**config.mk**
```make
export PLATFORM = sky130hd
export DESIGN_NAME = rx_idle_timer
export DESIGN_NICKNAME = d
export VERILOG_FILES = /design/src/rtl/rxto_pkg.sv /design/src/rtl/rxto_evt_sel.sv /design/src/rtl/rxto_limit_reg.sv /design/src/rtl/rxto_countdown.sv /design/src/rtl/rx_idle_timer.sv
export SDC_FILE = /design/constraint.sdc
export NUM_CORES = 1
export LEC_CHECK = 0
export BUFFER_PORTS_ARGS = -buffer_cell sky130_fd_sc_hd__clkbuf_2
export CAP_MARGIN = 20
export CELL_PAD_IN_SITES_DETAIL_PLACEMENT = 0
export CELL_PAD_IN_SITES_GLOBAL_PLACEMENT = 1
export CORE_ASPECT_RATIO = 0.7
export CORE_UTILIZATION = 44
export DETAILED_ROUTE_END_ITERATION = 8
export PLACE_DENSITY_LB_ADDON = 0.1
export SLEW_MARGIN = 20
export SYNTH_ARGS = -nofsm -noshare
export SYNTH_HDL_FRONTEND = slang
export SYNTH_HIERARCHICAL = 1
export SYNTH_SLANG_ARGS = --single-unit
```
**constraint.sdc**
```tcl
create_clock -name clk_i -period 2.16 [get_ports clk_i]
set_input_delay 0.324 -clock clk_i [delete_from_list [all_inputs] [get_ports clk_i]]
set_output_delay 0.324 -clock clk_i [all_outputs]
set_load 0.005 [all_outputs]
```
**src/rtl/rxto_pkg.sv**
```systemverilog
package rxto_pkg;
  // Event that the counter acts on this cycle, after priority resolution
  typedef enum logic [1:0] {
    EV_NONE   = 2'd0,
    EV_CHAR   = 2'd1,
    EV_RELOAD = 2'd2,
    EV_WAIT   = 2'd3
  } rxto_ev_e;
endpackage

```
**src/rtl/rxto_evt_sel.sv**
```systemverilog
module rxto_evt_sel
  import rxto_pkg::*;
(
  input  logic     wait_cmd_i,
  input  logic     restart_cmd_i,
  input  logic     char_rx_i,
  input  logic     flag_i,
  output rxto_ev_e ev_o
);
  // wait beats restart, any command beats a character,
  // a character is ignored while the flag is set
  always_comb begin
    if (wait_cmd_i)                ev_o = EV_WAIT;
    else if (restart_cmd_i)        ev_o = EV_RELOAD;
    else if (char_rx_i && !flag_i) ev_o = EV_CHAR;
    else                           ev_o = EV_NONE;
  end
endmodule

```
**src/rtl/rxto_limit_reg.sv**
```systemverilog
module rxto_limit_reg #(
  parameter int unsigned W = 16
) (
  input  logic         clk_i,
  input  logic         rst_ni,
  input  logic         wr_i,
  input  logic [W-1:0] data_i,
  output logic [W-1:0] limit_o,
  output logic         active_o
);
  logic [W-1:0] lim_d, lim_q;

  always_comb begin
    lim_d = lim_q;
    if (wr_i) lim_d = data_i;
  end

  always_ff @(posedge clk_i or negedge rst_ni) begin
    if (!rst_ni) lim_q <= '0;
    else         lim_q <= lim_d;
  end

  assign limit_o  = lim_q;
  assign active_o = |lim_q;
endmodule

```
**src/rtl/rxto_countdown.sv**
```systemverilog
module rxto_countdown
  import rxto_pkg::*;
#(
  parameter int unsigned W = 16
) (
  input  logic         clk_i,
  input  logic         rst_ni,
  input  rxto_ev_e     ev_i,
  input  logic         tick_i,
  input  logic         active_i,
  input  logic [W-1:0] load_i,
  output logic [W-1:0] cnt_o,
  output logic         run_o,
  output logic         flag_o
);
  localparam logic [W-1:0] ONE = W'(1);

  logic [W-1:0] cnt_d, cnt_q;
  logic         run_d, run_q;
  logic         flag_d, flag_q;

  always_comb begin
    cnt_d  = cnt_q;
    run_d  = run_q;
    flag_d = flag_q;
    unique case (ev_i)
      EV_WAIT: begin
        flag_d = 1'b0;
        run_d  = 1'b0;
        cnt_d  = load_i;
      end
      EV_RELOAD: begin
        flag_d = 1'b0;
        run_d  = 1'b1;
        cnt_d  = load_i;
      end
      EV_CHAR: begin
        run_d = 1'b1;
        cnt_d = load_i;
      end
      default: begin
        if (tick_i && run_q && active_i) begin
          if (cnt_q <= ONE) begin
            cnt_d  = '0;
            run_d  = 1'b0;
            flag_d = 1'b1;
          end else begin
            cnt_d = cnt_q - ONE;
          end
        end
      end
    endcase
    if (!active_i) flag_d = 1'b0;
  end

  always_ff @(posedge clk_i or negedge rst_ni) begin
    if (!rst_ni) begin
      cnt_q  <= '0;
      run_q  <= 1'b0;
      flag_q <= 1'b0;
    end else begin
      cnt_q  <= cnt_d;
      run_q  <= run_d;
      flag_q <= flag_d;
    end
  end

  assign cnt_o  = cnt_q;
  assign run_o  = run_q;
  assign flag_o = flag_q;
endmodule

```
**src/rtl/rx_idle_timer.sv**
```systemverilog
module rx_idle_timer
  import rxto_pkg::*;
#(
  parameter int unsigned CNT_W = 16
) (
  input  logic             clk_i,
  input  logic             rst_ni,
  input  logic             bit_tick_i,
  input  logic             char_rx_i,
  input  logic [CNT_W-1:0] limit_i,
  input  logic             limit_wr_i,
  input  logic             wait_cmd_i,
  input  logic             restart_cmd_i,
  input  logic             irq_en_i,
  output logic             tmo_flag_o,
  output logic             irq_o
);
  rxto_ev_e         ev;
  logic [CNT_W-1:0] lim_q;
  logic             lim_active;
  logic [CNT_W-1:0] cnt_q;
  logic             run_q;
  logic             flag_q;

  rxto_limit_reg #(.W(CNT_W)) u_limit (
    .clk_i    (clk_i),
    .rst_ni   (rst_ni),
    .wr_i     (limit_wr_i),
    .data_i   (limit_i),
    .limit_o  (lim_q),
    .active_o (lim_active)
  );

  rxto_evt_sel u_sel (
    .wait_cmd_i    (wait_cmd_i),
    .restart_cmd_i (restart_cmd_i),
    .char_rx_i     (char_rx_i),
    .flag_i        (flag_q),
    .ev_o          (ev)
  );

  rxto_countdown #(.W(CNT_W)) u_cnt (
    .clk_i    (clk_i),
    .rst_ni   (rst_ni),
    .ev_i     (ev),
    .tick_i   (bit_tick_i),
    .active_i (lim_active),
    .load_i   (lim_q),
    .cnt_o    (cnt_q),
    .run_o    (run_q),
    .flag_o   (flag_q)
  );

  assign tmo_flag_o = flag_q;
  assign irq_o      = flag_q & irq_en_i;
endmodule

```
After elaboration in Yosys (flattened, before gate mapping)
Cells that the tools add are included.
W data, S select, Z words.
{"block": "op_classes", "bitwise": 1, "reduce_logical": 13, "div": 0, "n_addsub": 1, "n_mux": 13, "n_eq_ne": 6, "magnitude_cmp": 1, "shifts": 0, "multipliers": 0}
{"cell": "$mux W16", "n": 3}
{"cell": "$le A16 B1 Y1 const B", "n": 1}
{"cell": "$reduce_or A16 Y1", "n": 1}
{"cell": "$sub A16 B1 Y16 const B", "n": 1}
{"cell": "$mux W1", "n": 6}
{"cell": "$ne A3 B3 Y1 const B", "n": 2}
{"cell": "$reduce_bool A3 Y1", "n": 2}
{"cell": "$eq A2 B2 Y1 const B", "n": 2}
{"cell": "$mux W2", "n": 2}
{"cell": "$pmux W1 S2", "n": 2}
{"cell": "$reduce_or A2 Y1", "n": 2}
{"cell": "$logic_and A1 B1 Y1", "n": 3}
{"cell": "$reduce_and A3 Y1", "n": 1}
{"cell": "$reduce_or A3 Y1", "n": 1}
{"cell": "$eq A2 B1 Y1 const B", "n": 1}
{"cell": "$ne A2 B2 Y1 const B", "n": 1}
{"cell": "$reduce_and A2 Y1", "n": 1}
{"cell": "$reduce_bool A2 Y1", "n": 1}
{"cell": "$and A1 B1 Y1", "n": 1}
{"cell": "$logic_not A1 Y1", "n": 1}
{"block": "word_totals", "ff_bits": 34, "latch_bits": 0, "n_memories": 0, "rom_bits": 0, "output_inout_bits": 2, "word_cells": 39, "ramBits": 0, "in_bits": 24}

Depth between registers and ports, before layout
{"block": "depth", "depth_word": 9, "ltp_mapped": 8, "depth_no_buf": 8}

Cells and area by module
Netlist, hierarchy kept.
{"mod": "rxto_countdown", "cells_each": 140, "n_inst": 1, "area_each_um2": 1191.1, "seq_area_each_um2": 450.4}
{"mod": "rxto_limit_reg", "cells_each": 39, "n_inst": 1, "area_each_um2": 680.7, "seq_area_each_um2": 400.4}
{"mod": "rxto_evt_sel", "cells_each": 3, "n_inst": 1, "area_each_um2": 17.5, "seq_area_each_um2": 0.0}
{"mod": "rx_idle_timer", "cells_each": 1, "n_inst": 1, "area_each_um2": 6.3, "seq_area_each_um2": 0.0}

Worst setup path after synthesis
OpenSTA, ideal clock, no wires.
{"block": "synth_timing", "path_type": "register to register", "from": "register u_cnt.flag_q (netlist: u_cnt/flag_o)", "to": "register u_cnt.cnt_q[7] (netlist: u_cnt/cnt_o[7])", "setup_time_ns": 0.129, "slack_ns": 0.342, "required_ns": 2.031, "n_path_buf": 0, "stages_incl_launch_ff": 9, "arrival_time_ns": 1.689, "period_less_slack_ns": 1.818, "path_cell_list": "dfrtp_1 -> nor2_1 -> a21o_1 -> inv_1 -> ha_1 -> a2111oi_2 -> nand3b_1 -> xor2_1 -> o22ai_1"}
{"block": "synth_via", "elab_chain_cells": 8, "word_cells_on_any_way": 11, "classes_between": "eq/ne (3); mux (4); reduce/logical (4)"}
{"item": "from (decl)", "line_no": "rxto_countdown.sv:20", "rtl": "logic flag_d, flag_q;"}
{"item": "from (signal assigned)", "line_no": "rxto_countdown.sv:64", "rtl": "flag_q <= flag_d;"}
{"item": "$logic_not A1 Y1 (*)", "line_no": "rxto_evt_sel.sv:15", "rtl": "else if (char_rx_i && !flag_i) ev_o = EV_CHAR;"}
{"item": "$logic_and A1 B1 Y1 (*)", "line_no": "rxto_evt_sel.sv:15"}
{"item": "$mux W1 (*)", "line_no": "rxto_evt_sel.sv:15"}
{"item": "$mux W2 (*)", "line_no": "rxto_evt_sel.sv:14", "rtl": "else if (restart_cmd_i) ev_o = EV_RELOAD;"}
{"item": "$mux W2 (*)", "line_no": "rxto_evt_sel.sv:13", "rtl": "if (wait_cmd_i) ev_o = EV_WAIT;"}
{"item": "net ev[0]", "line_no": "rx_idle_timer.sv:18", "rtl": "rxto_ev_e ev;"}
{"item": "$eq A2 B2 Y1 / $eq A2 B1 Y1 (equally long branches)", "line_no": "rxto_countdown.sv:26", "rtl": "unique case (ev_i)"}
{"item": "$reduce_or A3 Y1 (no source line) (*)"}
{"item": "$mux W16 / $reduce_bool A2 Y1 (equally long branches)"}
{"item": "to (signal assigned)", "line_no": "rxto_countdown.sv:62", "rtl": "cnt_q <= cnt_d;"}
{"item": "to (decl)", "line_no": "rxto_countdown.sv:18", "rtl": "logic [W-1:0] cnt_d, cnt_q;"}
The timed path passes the listed nets; every way through them passes the cells marked *.
A chain may end at the register's enable or synchronous reset.

Worst setup path after layout
{"block": "layout_timing", "from": "register u_limit.lim_q[12] (netlist: u_limit/limit_o[12])", "to": "register u_cnt.flag_q (netlist: u_cnt/flag_o)"}
{"block": "layout_via", "elab_chain_cells": 4, "word_cells_on_any_way": 7, "classes_between": "eq/ne (3); mux (1); reduce/logical (3)"}
{"item": "from (decl)", "line_no": "rxto_limit_reg.sv:11", "rtl": "logic [W-1:0] lim_d, lim_q;"}
{"item": "from (signal assigned)", "line_no": "rxto_limit_reg.sv:20", "rtl": "else lim_q <= lim_d;"}
{"item": "$reduce_or A16 Y1 (*)", "line_no": "rxto_limit_reg.sv:24", "rtl": "assign active_o = |lim_q;"}
{"item": "net lim_active", "line_no": "rx_idle_timer.sv:20", "rtl": "logic lim_active;"}
{"item": "$logic_and A1 B1 Y1", "line_no": "rxto_countdown.sv:42", "rtl": "if (tick_i && run_q && active_i) begin"}
{"item": "$ne A3 B3 Y1 (no source line)"}
{"item": "$reduce_and A3 Y1 (no source line)"}
Marked as above.

==> flow_metrics.tcl <==
set metrics [dict create \
    netlist-cell-type-count 46 \
    grt-ovfl-total 0 \
    wl_mm 4.14 \
    syn_inst 183 \
    nNetsFinal 243 \
    cts_tree "done" \
    switching_share_pct 29.5 \
    antenna_found_initial 0 \
    final_common_cell "dfrtp_1" \
    grt_first_pass_wirelength_mm 7.01 \
    p_switching_w 0.000441 \
    power.density_nw_per_um2 696 \
    met1_usage_pct 31.0 \
    io_pins 26 \
    syn-num-nets 213 \
    die_w_um 80.5 \
    antenna_cells 0 \
    clock_latency_ns 0.29 \
    setup_violations 0 \
    ant_nets 0 \
    start_util_pct 47.2 \
    crit_type "flop to flop" \
    die_area_um2 4580 \
    tightest_slew_ns 0.839 \
    root_buffer "clkbuf_8" \
    power_frac_comb_pct 17.9 \
    yosysSeqAreaShare_pct 44.9 \
    slew_headroom_pct 44.1 \
    power.total_w 0.00149 \
    cts_hold_buf 0 \
    h-tree-depth 2 \
    status "complete, no violations" \
    clockBufferDepth 2 \
    fin_crit_ns 2.03 \
    peakVddDrop_mv 0.389 \
    fin_ws_ns 0.132 \
    cts_sinks 34 \
    rows 19 \
    via_count 1482 \
    cts_made_buffers 5 \
    die_h_um 56.9 \
    fill_cells 388 \
    hpwlAfterDp_mm 3.06 \
    place_ws_ns 0.0705 \
    rrSetupSlack_ns 0.13 \
    clk_pin_slew_worst_paths_ns 0.07 \
    max_freq_mhz 493 \
    grt_use_met2_pct 28.7 \
    grtUsageMet3_pct 5.04 \
    reg2reg_from "u_limit/limit_o[12]" \
    drtPass1Iterations 4 \
    place_area_um2 2050 \
    io_buffers 25 \
    areaGrowthSynthToFinish_pct 13.2 \
    hold_path_class "primary input to asynchronous set/reset pin" \
    period_share_pct 93.9 \
    p_int_w 0.00105 \
    arrival_ns 2.21 \
    synth_flop_cell "dfrtp_1" \
    p_leak_nw 0.976 \
    top_usage_layer "met1" \
    p_seq_share_pct 52.3 \
    final_cell_mix "dfrtp_1, clkbuf_2, nor2_1, nand2_1" \
    setup_tns_ns 0 \
    drtIter0Drc 109 \
    wire_per_inst_um 15.6 \
    crit_required_ns 2.34 \
    final_hold_viol_count 0 \
    grt.total_usage_pct 20.9 \
    vias_per_cell 5.59 \
    reg2reg_to "u_cnt/flag_o" \
    hold_ws_ns 0.129 \
    finalMaxSlewViolations 0 \
    fin_skew_ns 0.00572 \
    first_global_vias 1451 \
    layout-drive-gt1-share_pct 28.6 \
    drc 0 \
    async_reset_ff_share_pct 100 \
    fp.coreArea_um2 4020 \
    p_clk_share_pct 29.9 \
    path_cells "nor4_2 > nand4_1 > and3_4 > and3_1 > nand2_1 > nor2_1 > o221a_2" \
    critPathMaxFanout 7 \
    critPathMaxStageDelay_ns 0.41 \
    synth_edf_count 0 \
    crit_slowest_cell "dfrtp_1" \
    ys_ff_latch 34 \
    gp_congestion 0.831 \
    syn-cell-area_um2 1900 \
    grt_max_degree 35 \
    yosys_warnings 6 \
    reg2regPathDepth 7 \
    critPathCaptureType "flop" \
    avgSynthCellArea_um2 10.4 \
    drv_cap 0 \
    startpoint_type "flop" \
    postLayoutCellArea_um2 2150 \
]
-- cell type report --
type,count,area (µm²),share of cell area (%)
clock buffers,5,68.8,3.21
clock inverters,2,10.0,0.466
inverters,10,37.5,1.75
multi-input cells,132,951,44.3
flip-flops and latches,34,851,39.7
well taps,52,65.1,3.03
repair buffers,30,163,7.58
-- how the worst max path moves through the flow --
stage / from / endpoint / slack (ns) / cells past startpoint
6_report: u_limit/limit_o[12] / u_cnt/flag_o / 0.13 / 7
5_1_grt: u_limit/limit_o[12] / u_cnt/cnt_o[5] / -0.008 / 7
4_1_cts: u_limit/limit_o[12] / u_cnt/flag_o / 0.06 / 7
3_5_place_dp: u_limit/limit_o[12] / u_cnt/flag_o / 0.07 / 7
3_3_place_gp: u_limit/limit_o[12] / u_cnt/flag_o / 0.09 / 7
2_1_floorplan: u_cnt/flag_o / u_cnt/cnt_o[7] / 0.34 / 8
-- power groups by stage --
stage | Combinational, W | Clock (W) | Sequential (W)
after CTS | 0.000265 | 0.000462 | 0.000779
after global routing | 0.000299 | 0.000487 | 0.000793
final | 0.000267 | 0.000446 | 0.000781
after floorplan | 0.000193 | 0 | 0.000770
after global placement | 0.000259 | 0 | 0.000786
after detailed placement | 0.000264 | 0 | 0.000791
-- worst max-delay path, delay by kind of cell, from the launching register on --
family,cells,cell delay [ns]
AO/OA/AOI/OAI,1,0.24
AND/OR/NAND/NOR,6,1.26
flip-flops,1,0.41
-- cell usage after synthesis, types with 4 or more instances --
library cell / number / area share [%]
mux2_4: 10 / 7.9
o22ai_1: 5 / 1.7
a31oi_1: 5 / 1.7
nand4_1: 4 / 1.3
nand3_1: 9 / 2.4
inv_1: 10 / 2.0
dfrtp_1: 34 / 45
a21oi_1: 4 / 1.1
xor2_1: 4 / 1.8
nand2_1: 15 / 3.0
mux2_2: 6 / 3.6
nor4_1: 7 / 2.3
ha_1: 6 / 4.0
nor2_1: 21 / 4.2
o21ai_0: 6 / 1.6
-- sequential cells by signal, indices dropped and copies added (netlist names) --
register	flops
u_cnt/run_o	1
u_limit/limit_o	16
u_cnt/flag_o	1
u_cnt/cnt_o	16
-- routing by layer --
layer / share of wire, % / up-vias / routed length (µm)
li1: - / 722 / -
met1: 50 / 714 / 2050
met2: 42 / 39 / 1750
met3: 6.1 / 7 / 252
met4: 1.9 / 0 / 79
met5: 0 / - / 0
-- repair_timing --
item	CTS	global route
endpoints found under the setup margin	0	10
gates resized for setup	0	3
setup buffers	0	1
-- metrics by stage --
stage / util, % / std cells
2_1_floorplan: - / 183
3_3_place_gp: 51.0 / 257
3_5_place_dp: 51.0 / 257
4_1_cts: 52.9 / 264
5_1_grt: 53.4 / 265
6_report: 53.4 / 265
-- cell families after synthesis --
logic type | count (synthesis) | share of synthesized area, %
fa+ha+maj | 6 | 3.96
simple gates | 73 | 20.1
buf+inv | 17 | 5.54
flops | 34 | 44.9
compound gates | 31 | 11.2
mux | 17 | 12.0
xor+xnor | 5 | 2.31
No activity file was read; power rests on OpenSTA's default activity.
